<file path="src/rtl/uart_rx_pkg.sv">
package uart_rx_pkg;

  typedef enum logic [1:0] {
    PAR_NONE = 2'b00,
    PAR_ZERO = 2'b01,
    PAR_ODD  = 2'b10,
    PAR_EVEN = 2'b11
  } parModeT;

  typedef enum logic [2:0] {
    ST_IDLE,
    ST_START,
    ST_DATA,
    ST_PAR,
    ST_STOP,
    ST_STOP2
  } rxStateT;

  // Strobes from control to datapath, valid for one cycle
  typedef struct packed {
    logic shiftBit;   // sample a data bit into the shifter
    logic capParity;  // sample the parity bit
    logic finish;     // sample first stop bit and commit the character
  } rxStrobeT;

  localparam int ERR_PARITY  = 2;
  localparam int ERR_FRAME   = 1;
  localparam int ERR_OVERRUN = 0;

endpackage

</file>
<file path="src/rtl/uart_rx_ctrl.sv">
module uart_rx_ctrl
  import uart_rx_pkg::*;
#(
  parameter int OVERSAMPLE = 16
) (
  input  logic     clk,
  input  logic     rstN,
  input  logic     sampleTick,
  input  logic     enable,
  input  logic     cfgLen8,
  input  logic     [1:0] cfgParity,
  input  logic     cfgStop2,
  input  logic     lineS,
  output rxStrobeT strb
);

  localparam int HALF = OVERSAMPLE / 2;
  localparam int CW   = $clog2(OVERSAMPLE + HALF);
  localparam logic [CW-1:0] CNT_MID   = CW'(HALF - 1);
  localparam logic [CW-1:0] CNT_FULL  = CW'(OVERSAMPLE - 1);
  localparam logic [CW-1:0] CNT_TAIL  = CW'(OVERSAMPLE + HALF - 1);

  rxStateT         state, stateN;
  logic [CW-1:0]   tickCnt, tickCntN;
  logic [2:0]      bitCnt, bitCntN;
  logic [2:0]      lastBit;

  assign lastBit = cfgLen8 ? 3'd7 : 3'd6;

  always_comb begin
    stateN   = state;
    tickCntN = tickCnt;
    bitCntN  = bitCnt;
    strb     = '0;
    if (!enable) begin
      stateN   = ST_IDLE;
      tickCntN = '0;
      bitCntN  = '0;
    end else if (sampleTick) begin
      tickCntN = tickCnt + 1'b1;
      unique case (state)
        ST_IDLE: begin
          tickCntN = '0;
          if (!lineS) stateN = ST_START;
        end
        ST_START: begin
          if (tickCnt == CNT_MID) begin
            tickCntN = '0;
            bitCntN  = '0;
            stateN   = lineS ? ST_IDLE : ST_DATA;
          end
        end
        ST_DATA: begin
          if (tickCnt == CNT_FULL) begin
            tickCntN      = '0;
            strb.shiftBit = 1'b1;
            if (bitCnt == lastBit)
              stateN = (parModeT'(cfgParity) == PAR_NONE) ? ST_STOP : ST_PAR;
            else
              bitCntN = bitCnt + 1'b1;
          end
        end
        ST_PAR: begin
          if (tickCnt == CNT_FULL) begin
            tickCntN       = '0;
            strb.capParity = 1'b1;
            stateN         = ST_STOP;
          end
        end
        ST_STOP: begin
          if (tickCnt == CNT_FULL) begin
            tickCntN    = '0;
            strb.finish = 1'b1;
            stateN      = cfgStop2 ? ST_STOP2 : ST_IDLE;
          end
        end
        ST_STOP2: begin
          // wait to the end of the second stop bit, value ignored
          if (tickCnt == CNT_TAIL) begin
            tickCntN = '0;
            stateN   = ST_IDLE;
          end
        end
        default: stateN = ST_IDLE;
      endcase
    end
  end

  always_ff @(posedge clk or negedge rstN) begin
    if (!rstN) begin
      state   <= ST_IDLE;
      tickCnt <= '0;
      bitCnt  <= '0;
    end else begin
      state   <= stateN;
      tickCnt <= tickCntN;
      bitCnt  <= bitCntN;
    end
  end

endmodule

</file>
<file path="src/rtl/uart_rx_dp.sv">
module uart_rx_dp
  import uart_rx_pkg::*;
#(
  parameter int DATA_W = 8,
  parameter int SYNC_STAGES = 2
) (
  input  logic              clk,
  input  logic              rstN,
  input  logic              rxLine,
  input  logic              cfgLen8,
  input  logic [1:0]        cfgParity,
  input  logic              cfgErrToRx,
  input  logic              dataRead,
  input  logic              statRead,
  input  rxStrobeT          strb,
  output logic              lineS,
  output logic [DATA_W-1:0] rxData,
  output logic [2:0]        errStatus,
  output logic              rxIrq,
  output logic              errIrq
);

  logic [SYNC_STAGES-1:0] syncQ;
  logic [DATA_W-1:0]      shiftReg;
  logic                   parBit;
  logic                   bufFull;
  logic [DATA_W-1:0]      charVal;
  logic                   parErr, frameErr, ovrErr;
  logic [2:0]             newErr;

  assign lineS = syncQ[SYNC_STAGES-1];

  always_ff @(posedge clk or negedge rstN) begin
    if (!rstN) syncQ <= '1;
    else       syncQ <= {syncQ[SYNC_STAGES-2:0], rxLine};
  end

  always_ff @(posedge clk or negedge rstN) begin
    if (!rstN) begin
      shiftReg <= '0;
      parBit   <= 1'b0;
    end else begin
      if (strb.shiftBit)  shiftReg <= {lineS, shiftReg[DATA_W-1:1]};
      if (strb.capParity) parBit   <= lineS;
    end
  end

  // 7-bit characters land one place high in the shifter
  assign charVal = cfgLen8 ? shiftReg : {1'b0, shiftReg[DATA_W-1:1]};

  always_comb begin
    unique case (parModeT'(cfgParity))
      PAR_ODD:  parErr = ~(^charVal ^ parBit);
      PAR_EVEN: parErr =  (^charVal ^ parBit);
      default:  parErr = 1'b0;
    endcase
  end

  assign frameErr = ~lineS;
  assign ovrErr   = bufFull & ~dataRead;

  always_comb begin
    newErr = '0;
    newErr[ERR_PARITY]  = parErr;
    newErr[ERR_FRAME]   = frameErr;
    newErr[ERR_OVERRUN] = ovrErr;
  end

  always_ff @(posedge clk or negedge rstN) begin
    if (!rstN) begin
      rxData    <= '0;
      bufFull   <= 1'b0;
      errStatus <= '0;
      rxIrq     <= 1'b0;
      errIrq    <= 1'b0;
    end else begin
      rxIrq  <= strb.finish;
      errIrq <= strb.finish & (|newErr) & ~cfgErrToRx;
      if (strb.finish) begin
        rxData    <= charVal;
        bufFull   <= 1'b1;
        errStatus <= (statRead ? 3'b000 : errStatus) | newErr;
      end else begin
        if (dataRead) bufFull   <= 1'b0;
        if (statRead) errStatus <= 3'b000;
      end
    end
  end

endmodule

</file>
<file path="src/rtl/uart_rx.sv">
module uart_rx
  import uart_rx_pkg::*;
#(
  parameter int OVERSAMPLE = 16
) (
  input  logic       clk,
  input  logic       rstN,
  input  logic       sampleTick,
  input  logic       rxLine,
  input  logic       cfgClkEn,
  input  logic       cfgRxEn,
  input  logic       cfgLen8,
  input  logic [1:0] cfgParity,
  input  logic       cfgStop2,
  input  logic       cfgErrToRx,
  input  logic       dataRead,
  input  logic       statRead,
  output logic [7:0] rxData,
  output logic [2:0] errStatus,
  output logic       rxIrq,
  output logic       errIrq
);

  rxStrobeT strb;
  logic     lineS;
  logic     enable;

  assign enable = cfgClkEn & cfgRxEn;

  uart_rx_ctrl #(.OVERSAMPLE(OVERSAMPLE)) u_ctrl (
    .clk        (clk),
    .rstN       (rstN),
    .sampleTick (sampleTick),
    .enable     (enable),
    .cfgLen8    (cfgLen8),
    .cfgParity  (cfgParity),
    .cfgStop2   (cfgStop2),
    .lineS      (lineS),
    .strb       (strb)
  );

  uart_rx_dp #(.DATA_W(8), .SYNC_STAGES(2)) u_dp (
    .clk        (clk),
    .rstN       (rstN),
    .rxLine     (rxLine),
    .cfgLen8    (cfgLen8),
    .cfgParity  (cfgParity),
    .cfgErrToRx (cfgErrToRx),
    .dataRead   (dataRead),
    .statRead   (statRead),
    .strb       (strb),
    .lineS      (lineS),
    .rxData     (rxData),
    .errStatus  (errStatus),
    .rxIrq      (rxIrq),
    .errIrq     (errIrq)
  );

endmodule

</file>
<file path="config.mk">
export PLATFORM = sky130hd
export DESIGN_NAME = uart_rx
export DESIGN_NICKNAME = d
export VERILOG_FILES = /design/src/rtl/uart_rx_pkg.sv /design/src/rtl/uart_rx_ctrl.sv /design/src/rtl/uart_rx_dp.sv /design/src/rtl/uart_rx.sv
export SDC_FILE = /design/constraint.sdc
export NUM_CORES = 1
export LEC_CHECK = 0
export BUFFER_PORTS_ARGS = -buffer_cell sky130_fd_sc_hd__buf_2
export CAP_MARGIN = 20
export CORE_ASPECT_RATIO = 0.8
export CORE_MARGIN = 5
export CORE_UTILIZATION = 39
export CTS_BUF_LIST = sky130_fd_sc_hd__clkbuf_2 sky130_fd_sc_hd__clkbuf_4 sky130_fd_sc_hd__clkbuf_8
export DETAILED_ROUTE_END_ITERATION = 12
export GPL_TIMING_DRIVEN = 0
export SLEW_MARGIN = 30
export SYNTH_ARGS = -nofsm -noshare
export SYNTH_HDL_FRONTEND = slang
export SYNTH_HIERARCHICAL = 1
export SYNTH_SLANG_ARGS = --single-unit
</file>
<file path="constraint.sdc">
create_clock -name clk -period 2.5 [get_ports clk]
set_input_delay 0.25 -clock clk [delete_from_list [all_inputs] [get_ports clk]]
set_output_delay 0.25 -clock clk [all_outputs]
set_load 0.005 [all_outputs]
</file>
# After elaboration in Yosys (flattened, before gate mapping)
# Cells that the tools add are included.
dict set report op_classes {
  add_sub_neg 2
  n_reduce_logical 8
  n_mux 38
  bitwise_logic 10
  n_eq_ne 21
}
# op count
set ops {}
lappend ops {{3-bit two-way mux} 20}
lappend ops {{3-bit != test (second input constant)} 9}
lappend ops {{5-bit two-way mux} 5}
lappend ops {{5-bit one-hot mux with 4 select lines} 1}
lappend ops {{3-bit one-hot mux with 6 select lines} 1}
lappend ops {{8-bit two-way mux} 1}
lappend ops {{8-bit AND reduction} 1}
lappend ops {{8-bit parity} 1}
lappend ops {{1-bit two-way mux} 7}
lappend ops {{3-bit by 2-bit equality test with 1-bit output (second input constant)} 2}
lappend ops {{3-bit equality test (second input constant)} 2}
lappend ops {{3-bit one-hot mux with 2 select lines} 1}
lappend ops {{3-bit OR reduction} 2}
lappend ops {{5-bit by 1-bit adder with 5-bit output (second input constant)} 1}
lappend ops {{5-bit by 3-bit equality test with 1-bit output (second input constant)} 1}
lappend ops {{5-bit by 4-bit equality test with 1-bit output (second input constant)} 1}
lappend ops {{5-bit equality test (second input constant)} 1}
lappend ops {{5-bit AND reduction} 1}
lappend ops {{1-bit AND} 4}
lappend ops {{2-bit equality test (second input constant)} 2}
lappend ops {{1-bit NOT} 4}
lappend ops {{3-bit by 1-bit adder with 3-bit output (second input constant)} 1}
lappend ops {{3-bit by 1-bit equality test with 1-bit output (second input constant)} 1}
lappend ops {{3-bit equality test} 1}
lappend ops {{8 further kinds} 8}
dict set report totals {
  regBits 36
  output_inout_bits 13
}

# Logic depth before layout (Yosys ltp)
# Gate-level depths: netlist (run 1).
dict set report depth {
  ltp_word 8
  depth_mapped 9
  mapped_depth_nobuf 8
}

# By module
# The synthesis (run 1) kept the hierarchy.
# module area_each_um2 instances cells_per_inst
set modules_own_cells {}
lappend modules_own_cells {uart_rx_dp 1063.5 1 84}
lappend modules_own_cells {uart_rx_ctrl 909.6 1 109}
lappend modules_own_cells {uart_rx 6.3 1 1}

# Least setup slack after synthesis (run 1)
# OpenSTA, ideal clock, no wires.
dict set report synth_path {
  kind {register to register}
  from {register u_ctrl.tickCnt[0]}
  to {register u_dp.rxData[7]}
  n_path_buf 2
  path_stages_with_launch 9
  arrival_ps 2040
  setup_time_ps 136
  slack_ps 324
  required_ps 2364
  cell_sequence {dfrtp_1 > ha_1 > and3_1 > ha_1 > nand3_1 > nor3_1 > clkbuf_1 > buf_1 > o21ai_0}
}
# item line
set synth_lines {}
lappend synth_lines {{start: declaration} uart_rx_ctrl.sv:24} ;# logic [CW-1:0] tickCnt, tickCntN;
lappend synth_lines {{start signal: assignment} uart_rx_ctrl.sv:96} ;# tickCnt <= tickCntN;
lappend synth_lines {{end signal: assignment} uart_rx_dp.sv:80} ;# rxData <= charVal;
lappend synth_lines {{end: declaration} uart_rx_dp.sv:17} ;# output logic [DATA_W-1:0] rxData,

==> results of run 1 <==
-- Yosys cell counts (all sizes together) --
| cell | n | area share (%) |
|---|---|---|
| nand2 | 10 | 1.9 |
| and2b | 1 | 0.44 |
| or2b | 1 | 0.38 |
| o21bai | 1 | 0.38 |
| mux2i | 9 | 4.6 |
| o21ai | 11 | 2.8 |
| and4bb | 1 | 0.63 |
| o22ai | 5 | 1.6 |
| nor3 | 4 | 1.0 |
| nand3b | 2 | 0.76 |
| inv | 10 | 1.9 |
| a211o | 1 | 0.44 |
| o21a | 1 | 0.38 |
| o22a | 1 | 0.44 |
| nand4b | 2 | 0.89 |
| a41oi | 1 | 0.44 |
| nor2b | 2 | 0.63 |
| a221oi | 1 | 0.44 |
| o211ai | 2 | 0.76 |
| nand2b | 5 | 1.6 |
| dfstp | 2 | 2.7 |
| dfrtp | 34 | 43 |
| nor2 | 19 | 3.7 |
| xnor3 | 2 | 2.3 |
| clkbuf | 4 | 0.76 |
| nand4 | 1 | 0.32 |
| a21oi | 14 | 3.9 |
| o31a | 1 | 0.44 |
| mux2 | 9 | 5.1 |
| nor3b | 2 | 1.0 |
| or3 | 2 | 0.89 |
| a21boi | 2 | 0.76 |
| nand3 | 7 | 1.8 |
| o311a | 1 | 0.51 |
| and3b | 1 | 0.44 |
| ha | 4 | 2.5 |
| or3b | 1 | 0.57 |
| xnor2 | 4 | 1.8 |
| xor2 | 2 | 0.89 |
| and3 | 1 | 0.32 |
| a31oi | 3 | 0.95 |
| buf | 5 | 2.5 |
| and2 | 2 | 0.63 |
-- metrics by stage --
stage                     setup WS, ps  TNS (ps)  std cells  area, µm²  power, W
final                              210         0        288       2300   0.00113
after global routing             -28.4     -67.3        288       2300   0.00119
after CTS                         6.51         0        288       2280   0.00115
after detailed placement          -314     -2500        281       2180  0.000698
after global placement            -244     -1770        281       2180  0.000699
after floorplan                    324         0        194       1980  0.000662
-- critical path, cell delays in order (launching register included) --
cell,delay [ps]
dfrtp_1,400
ha_2,250
and3_1,200
ha_2,260
nand3_1,180
nor2_1,140
clkbuf_1,360
mux2_2,390
-- where the power goes --
| part | switching, W | total (W) | internal (W) |
|---|---|---|---|
| Combinational | 0.0000539 | 0.0000932 | 0.0000393 |
| Sequential | 0.00000587 | 0.000594 | 0.000588 |
| Clock | 0.000197 | 0.000442 | 0.000245 |
-- path summary, 6_finish.rpt --
check | startpoint | endpoint | cells after the start
setup reg to reg | u_ctrl/tickCnt[0] | u_dp/shiftReg[4] | 7
max in group asynchronous | rstN | u_dp/rxData[3] | 1
min in group clk | rxLine | u_dp/syncQ[0] | 1
hold / removal | rstN | u_ctrl/tickCnt[2] | 1
hold reg to reg | u_dp/syncQ[0] | u_dp/syncQ[1] | 0
setup / recovery | u_ctrl/tickCnt[0] | u_dp/shiftReg[4] | 7
-- flip-flops by register name, summed over array words and instances (netlist names) --
signal          cells
u_dp/rxData         8
u_ctrl/state        3
u_ctrl/bitCnt       3
u_dp/errStatus      3
u_dp/errIrq         1
u_dp/shiftReg       8
u_ctrl/tickCnt      5
u_dp/rxIrq          1
u_dp/syncQ          2
u_dp/parBit         1
u_dp/bufFull        1
-- repair_timing --
item	4_1_cts	5_1_grt
resized for setup	3	4
endpoints found under the setup margin	11	19
gates cloned	0	0
-- area by class of cell --
| type | count | area, µm² | share of cell area, % |
|---|---|---|---|
| Buffer | 9 | 71.3 | 3.11 |
| Clock buffer | 7 | 96.3 | 4.20 |
| Inverter | 10 | 37.5 | 1.63 |
| Multi-Input combinational cell | 139 | 985 | 42.9 |
| Sequential cell | 36 | 903 | 39.3 |
| Tap cell | 62 | 77.6 | 3.38 |
| Timing Repair Buffer | 25 | 125 | 5.45 |
-- per-layer routing --
metal / wire (µm) / vias up
li1: - / 747
met1: 2150 / 713
met2: 1680 / 28
met3: 236 / 4
met4: 44 / 0
met5: 0 / -
-- cell families after synthesis --
logic type / count (synthesis) / share of synthesized area (%)
and+or+nand+nor: 64 / 17.9
DFF: 36 / 45.6
adders and majority gates: 4 / 2.53
AOI/OAI and AO/OA: 45 / 14.2
muxes: 18 / 9.67
xor gates and xnor gates: 8 / 4.93
buffers and inverters: 19 / 5.12
==> flow_metrics.env, run 1 <==
export IMPL_outcome="finished clean"
export IMPL_io_buffers=25
export IMPL_ys_seq_area_share_pct=45.6
export IMPL_cts_made_buffers=5
export IMPL_die_x_um=89.7
export IMPL_drv_cap=0
export IMPL_grt_pass1_wl_mm=7.10
export IMPL_final_cell_mix="dfrtp_1 (34), buf_2 (25), nor2_1 (18), a21oi_1 (12), nand2_1 (10)"
export IMPL_grt_pass1_vias=1411
export IMPL_gr_total_overflow=0
export IMPL_first_iter_violations=126
export IMPL_finalWirelength_mm=4.12
export IMPL_globalRouteTotalUtil_pct=13.8
export IMPL_cts_sinks=36
export IMPL_avgViaCountPerCell=5.18
export IMPL_ant_nets=0
export IMPL_layout_commonest_cell="dfrtp_1"
export IMPL_final_util_pct=46.1
export IMPL_slew_limit_headroom_pct=47.2
export IMPL_ys_types=50
export IMPL_nFillCells=501
export IMPL_syn_area_um2=1980
export IMPL_arrival_ps=2450
export IMPL_postCtsHoldBufs=0
export IMPL_final_nets=243
export IMPL_antenna_found_initial=0
export IMPL_setup_viol=0
export IMPL_core_area_um2=4980
export IMPL_clk_path_buf_depth=2
export IMPL_use_met3_pct=3.92
export IMPL_path_class="reg -> reg"
export IMPL_cts_tree="yes"
export IMPL_clk_pin_slew_worst_paths_ps=70
export IMPL_yosys_warnings=6
export IMPL_rrSetupSlack_ps=210
export IMPL_num_antenna_cells=0
export IMPL_drt_pass1_iter_count=4
export IMPL_fp_row_count=23
export IMPL_place_gp_congestion=0.787
export IMPL_synth_nets=211
export IMPL_root_buffer="clkbuf_8"
export IMPL_ys_ff_latch=36
export IMPL_drc=0
export IMPL_fp_dieH_um=73.7
export IMPL_cp_max_fo=8
export IMPL_finalHoldViolations=0
export IMPL_crit_required_ps=2660
export IMPL_fmax_ghz=0.437
export IMPL_fin_crit_sh_pct=91.6
export IMPL_layout_drive_gt1_share_pct=26.5
export IMPL_io_pins=26
export IMPL_hp_class="in -> async"
export IMPL_initial_core_util_pct=39.8
export IMPL_wl_per_cell_um=14.3
export IMPL_vias=1492
export IMPL_fin_crit_ps=2290
export IMPL_leakage_nw=1.07
export IMPL_grt_start_max_net_pins=37
export IMPL_worstMarginPinSlew_ps=792
export IMPL_grt_busiest_layer="met1"
export IMPL_h_tree_depth=2
export IMPL_synth_area_per_cell_um2=10.2
export IMPL_cts_setup_buffers=0
export IMPL_grtUsageMet2_pct=17.5
export IMPL_die_area_um2=6610
export IMPL_power_density_nw_per_um2=492
export IMPL_dp_hpwl_mm=2.98
export IMPL_clkLatencyLatePin_ps=280
export IMPL_met1_usage_pct=22.0
export IMPL_ir_drop_mv=0.249
export IMPL_holdWs_ps=48.6
export IMPL_crit_path_start_kind="flop"
export IMPL_fin_skew_ps=6.84
export IMPL_endpoint_kind="flop"
export IMPL_areaGrowthSynthToFinish_pct=16.0
export IMPL_syn_inst=194
export IMPL_drv_slew=0
Power figures use the tool's default switching activity.
==> run 2: changes to the inputs <==
--- a/config.mk
+++ b/config.mk
@@ -7,8 +7,7 @@
 export LEC_CHECK = 0
 export BUFFER_PORTS_ARGS = -buffer_cell sky130_fd_sc_hd__buf_2
 export CAP_MARGIN = 20
-export CORE_ASPECT_RATIO = 0.8
-export CORE_MARGIN = 5
+export CORE_ASPECT_RATIO = 1.1
 export CORE_UTILIZATION = 39
 export CTS_BUF_LIST = sky130_fd_sc_hd__clkbuf_2 sky130_fd_sc_hd__clkbuf_4 sky130_fd_sc_hd__clkbuf_8
 export DETAILED_ROUTE_END_ITERATION = 12
==> flow_metrics.env, run 2 (synthesis gave the netlist of run 1 again) <==
export IMPL_postCtsHoldBufs=0
export IMPL_core_area_um2=4750
export IMPL_layout_drive_gt1_share_pct=26.9
export IMPL_io_pins=26
export IMPL_outcome="finished clean"
export IMPL_vias=1544
export IMPL_ir_drop_mv=0.277
export IMPL_drv_cap=0
export IMPL_crit_path_start_kind="flop"
export IMPL_layout_commonest_cell="dfrtp_1"
export IMPL_die_area_um2=5360
export IMPL_final_util_pct=48.3
export IMPL_globalRouteTotalUtil_pct=16.7
export IMPL_place_gp_congestion=0.837
export IMPL_finalHoldViolations=0
export IMPL_grt_start_max_net_pins=37
export IMPL_final_nets=243
export IMPL_grt_pass1_vias=1493
export IMPL_clk_path_buf_depth=2
export IMPL_final_cell_mix="dfrtp_1 (34), buf_2 (26), nor2_1 (18), a21oi_1 (12), nand2_1 (10)"
export IMPL_rrSetupSlack_ps=220
export IMPL_h_tree_depth=2
export IMPL_power_density_nw_per_um2=504
export IMPL_drc=0
export IMPL_gr_total_overflow=0
export IMPL_r2r_start="u_ctrl/tickCnt[0]"
export IMPL_io_buffers=25
export IMPL_clkLatencyLatePin_ps=280
export IMPL_leakage_nw=1.08
export IMPL_path_class="reg -> reg"
export IMPL_fmax_ghz=0.439
export IMPL_wl_per_cell_um=14.7
export IMPL_first_iter_violations=160
export IMPL_reg_largest_list="u_dp/rxData (8), u_dp/shiftReg (8), u_ctrl/tickCnt (5)"
export IMPL_cts_setup_buffers=0
export IMPL_drt_pass1_iter_count=4
export IMPL_rr_worst_depth=9
export IMPL_cp_max_fo=10
export IMPL_cts_sinks=36
export IMPL_clk_pin_slew_worst_paths_ps=80
export IMPL_ant_nets=0
export IMPL_fin_crit_ps=2280
export IMPL_num_antenna_cells=0
export IMPL_holdWs_ps=41.4
export IMPL_cts_made_buffers=5
export IMPL_fin_skew_ps=8.59
export IMPL_pre_cts_slack_ps=-351
export IMPL_tns_ps=0
export IMPL_fp_dieH_um=76.7
export IMPL_antenna_found_initial=0
export IMPL_slew_limit_headroom_pct=45.9
export IMPL_cts_tree="yes"
export IMPL_endpoint_kind="flop"
export IMPL_crit_required_ps=2690
export IMPL_setup_viol=0
export IMPL_fin_ws_ps=222
export IMPL_root_buffer="clkbuf_8"
export IMPL_dp_hpwl_mm=2.91
export IMPL_finalWirelength_mm=4.17
export IMPL_die_x_um=69.9
export IMPL_worstMarginPinSlew_ps=812
export IMPL_fp_row_count=26
export IMPL_r2r_end="u_dp/errStatus[2]"
export IMPL_total_power_w=0.00116
export IMPL_rsz0062_at_grt="no"
export IMPL_fin_crit_sh_pct=91.1
export IMPL_avgViaCountPerCell=5.46
export IMPL_grt_pass1_wl_mm=7.25
export IMPL_arrival_ps=2470
export IMPL_areaGrowthSynthToFinish_pct=15.9
export IMPL_initial_core_util_pct=41.7
export IMPL_hp_class="in -> async"
export IMPL_drv_slew=0
==> run 2: cell types whose count changed in the layout (fill, tap and decap cells not counted), sizes merged <==
cell | before | now
buf | 29 | 30
==> run 2: how the worst max path moves through the flow <==
stage                     slack (ps)         startpoint                end
final                            220  u_ctrl/tickCnt[0]  u_dp/errStatus[2]
after global routing              20  u_ctrl/tickCnt[0]  u_dp/errStatus[2]
after CTS                         10  u_ctrl/tickCnt[0]  u_dp/errStatus[2]
after detailed placement        -350  u_ctrl/tickCnt[0]     u_dp/rxData[7]
after global placement          -340  u_ctrl/tickCnt[0]     u_dp/rxData[7]
after floorplan                  320  u_ctrl/tickCnt[0]     u_dp/rxData[7]
==> run 2: power by group <==
part / switching, W / leakage [nW] / internal (W) / total, W
registers: 0.00000644 / 0.490 / 0.000588 / 0.000594
clock network: 0.000205 / 0.0549 / 0.000263 / 0.000468
logic: 0.0000555 / 0.533 / 0.0000393 / 0.0000948
==> run 2: what timing repair did <==
item                       in CTS  in global routing
gates resized for setup         3                  4
setup endpoints to repair      12                 18
pin swaps                       0                  0
==> run 2: cell type report <==
class                           instances  area, µm²
Buffer                                  9       68.8
Clock buffer                            8        104
Fill cell                             459       2460
Inverter                               10       37.5
Multi-Input combinational cell        139        985
Sequential cell                        36        903
Tap cell                               56       70.1
Timing Repair Buffer                   25        125
==> run 2: worst max-delay path: stages (launching register included) <==
cell      delay (ps)
dfrtp_1          390
ha_2             240
and3_1           190
ha_2             260
nand3_1          150
nor3_2           250
clkbuf_4         260
buf_2            240
nand2_1           70
o22ai_1          130
==> run 2: routing by layer <==
metal	vias up	part of all wire, %	global-route usage, %
met5	-	0	0
met4	0	0.91	5.40
met3	5	3.2	3.68
met2	29	47	25.4
met1	756	49	23.7
li1	754	-	-
==> run 2: per-stage QoR <==
stage | cells | cell area (µm²)
3_3_place_gp | 275 | 2170
2_1_floorplan | 194 | 1980
3_5_place_dp | 275 | 2170
6_report | 283 | 2290
5_1_grt | 283 | 2290
4_1_cts | 283 | 2290
==> run 3: changes to the inputs <==
--- a/config.mk
+++ b/config.mk
@@ -6,8 +6,7 @@
 export NUM_CORES = 1
 export LEC_CHECK = 0
 export BUFFER_PORTS_ARGS = -buffer_cell sky130_fd_sc_hd__buf_2
-export CAP_MARGIN = 20
-export CORE_ASPECT_RATIO = 1.1
+export CAP_MARGIN = 10
 export CORE_UTILIZATION = 39
 export CTS_BUF_LIST = sky130_fd_sc_hd__clkbuf_2 sky130_fd_sc_hd__clkbuf_4 sky130_fd_sc_hd__clkbuf_8
 export DETAILED_ROUTE_END_ITERATION = 12
==> flow_metrics.env, run 3 (synthesis gave the netlist of run 1 again) <==
export IMPL_outcome="finished clean"
export IMPL_drv_cap=0
export IMPL_final_area_um2=2300
export IMPL_globalRouteTotalUtil_pct=16.8
export IMPL_total_power_w=0.00114
export IMPL_worstMarginPinSlew_ps=807
export IMPL_nFillCells=478
export IMPL_arrival_ps=2490
export IMPL_grt_start_max_net_pins=37
export IMPL_initial_core_util_pct=41.1
export IMPL_root_buffer="clkbuf_8"
export IMPL_clk_path_buf_depth=2
export IMPL_first_iter_violations=105
export IMPL_final_nets=243
export IMPL_drc=0
export IMPL_cp_cell_sequence="ha_1 -> and3_1 -> ha_2 -> nand3_1 -> nor2_1 -> clkbuf_1 -> mux2_2"
export IMPL_finalHoldViolations=0
export IMPL_crit_required_ps=2680
export IMPL_rrSetupSlack_ps=190
export IMPL_wl_per_cell_um=13.6
export IMPL_grt_pass1_wl_mm=6.73
export IMPL_leakage_nw=1.07
export IMPL_dp_hpwl_mm=2.83
export IMPL_power_density_nw_per_um2=495
export IMPL_vias=1521
export IMPL_crit_path_start_kind="flop"
export IMPL_final_cell_mix="dfrtp_1 (34), buf_2 (26), nor2_1 (18), a21oi_1 (12), nand2_1 (10)"
export IMPL_ant_nets=0
export IMPL_fp_row_count=25
export IMPL_layout_commonest_cell="dfrtp_1"
export IMPL_cts_sinks=36
export IMPL_fp_dieH_um=73.2
export IMPL_fin_crit_sh_pct=92.6
export IMPL_grt_pass1_vias=1360
export IMPL_rsz0062_at_grt="no"
export IMPL_path_class="reg -> reg"
export IMPL_slew_limit_headroom_pct=46.2
export IMPL_place_gp_congestion=0.830
export IMPL_avgViaCountPerCell=5.17
export IMPL_fin_skew_ps=4.77
export IMPL_cts_made_buffers=5
export IMPL_drv_slew=0
export IMPL_cts_tree="yes"
export IMPL_areaGrowthSynthToFinish_pct=16.1
export IMPL_finalWirelength_mm=4.00
export IMPL_clk_pin_slew_worst_paths_ps=80
export IMPL_hp_class="in -> async"
export IMPL_io_buffers=25
export IMPL_drt_pass1_iter_count=4
export IMPL_cts_setup_buffers=0
export IMPL_placed_cell_area_um2=2190
export IMPL_die_area_um2=5360
export IMPL_num_antenna_cells=0
export IMPL_ir_drop_mv=0.320
export IMPL_endpoint_kind="flop"
export IMPL_layout_drive_gt1_share_pct=26.4
export IMPL_setup_viol=0
export IMPL_holdWs_ps=52.2
export IMPL_slowest_stage="dfrtp_1"
export IMPL_core_area_um2=4820
export IMPL_die_x_um=73.2
export IMPL_gr_total_overflow=0
export IMPL_h_tree_depth=2
export IMPL_io_pins=26
export IMPL_cp_max_fo=8
export IMPL_slowest_delay_ps=390
export IMPL_antenna_found_initial=0
export IMPL_clkLatencyLatePin_ps=290
export IMPL_reg_largest_list="u_dp/rxData (8), u_dp/shiftReg (8), u_ctrl/tickCnt (5)"
export IMPL_fmax_ghz=0.432
export IMPL_fin_crit_ps=2310
run 3: changes by cell type in the layout (fill, tap and decap cells not counted), sizes merged:
cell | before | now
clkbuf | 12 | 11
clkinvlp | 0 | 1
run 3: final timing paths:
check	startpoint	to	cells past startpoint
max	u_ctrl/tickCnt[0]	u_dp/shiftReg[1]	7
min	rstN	u_ctrl/tickCnt[3]	1
max reg2reg	u_ctrl/tickCnt[0]	u_dp/shiftReg[1]	7
min reg2reg	u_dp/syncQ[0]	u_dp/syncQ[1]	0
max in group asynchronous	rstN	u_dp/rxData[3]	1
min in group clk	rxLine	u_dp/syncQ[0]	1
run 3: worst max-delay path, delay by kind of cell, from the launching register on:
kind,cells,cell delay [ps]
AND/OR/NAND/NOR,3,540
adder cells (fa/ha/maj),2,530
multiplexers,1,380
buffers and inverters,1,360
flip-flops,1,390
run 3: final cells by class:
| cell class | instances | area [µm²] | area share [%] |
|---|---|---|---|
| clock buffer | 7 | 90.1 | 3.92 |
| buffer | 9 | 68.8 | 2.99 |
| inverter | 10 | 37.5 | 1.63 |
| clock inverter | 1 | 7.51 | 0.327 |
| tap | 67 | 83.8 | 3.65 |
| multi-input combinational | 139 | 982 | 42.7 |
| sequential | 36 | 903 | 39.3 |
| timing repair buffer | 25 | 125 | 5.44 |
run 3: what timing repair did:
| item | CTS | global route |
|---|---|---|
| hold buffers | 0 | 0 |
| setup endpoints to repair | 10 | 19 |
| resized for setup | 2 | 4 |
run 3: metal layers:
metal	vias up	GRT usage [%]	wire [µm]
li1	753	-	-
met1	734	24.0	2020
met2	28	24.2	1730
met3	6	4.56	186
met4	0	5.88	62
met5	-	0	0
run 3: where the power goes:
group          internal, W  switching, W
sequential        0.000588    0.00000619
combinational    0.0000393     0.0000550
clock             0.000235      0.000214
total             0.000862      0.000275
run 3: per-stage QoR:
stage	setup WS (ps)	utilization (%)	TNS, ps	instances
floorplan	324	-	0	194
global placement	-190	45.4	-1590	286
detailed placement	-272	45.4	-2150	286
CTS	43.1	47.5	0	294
global route	14.1	47.7	0	294
finish	186	47.7	0	294
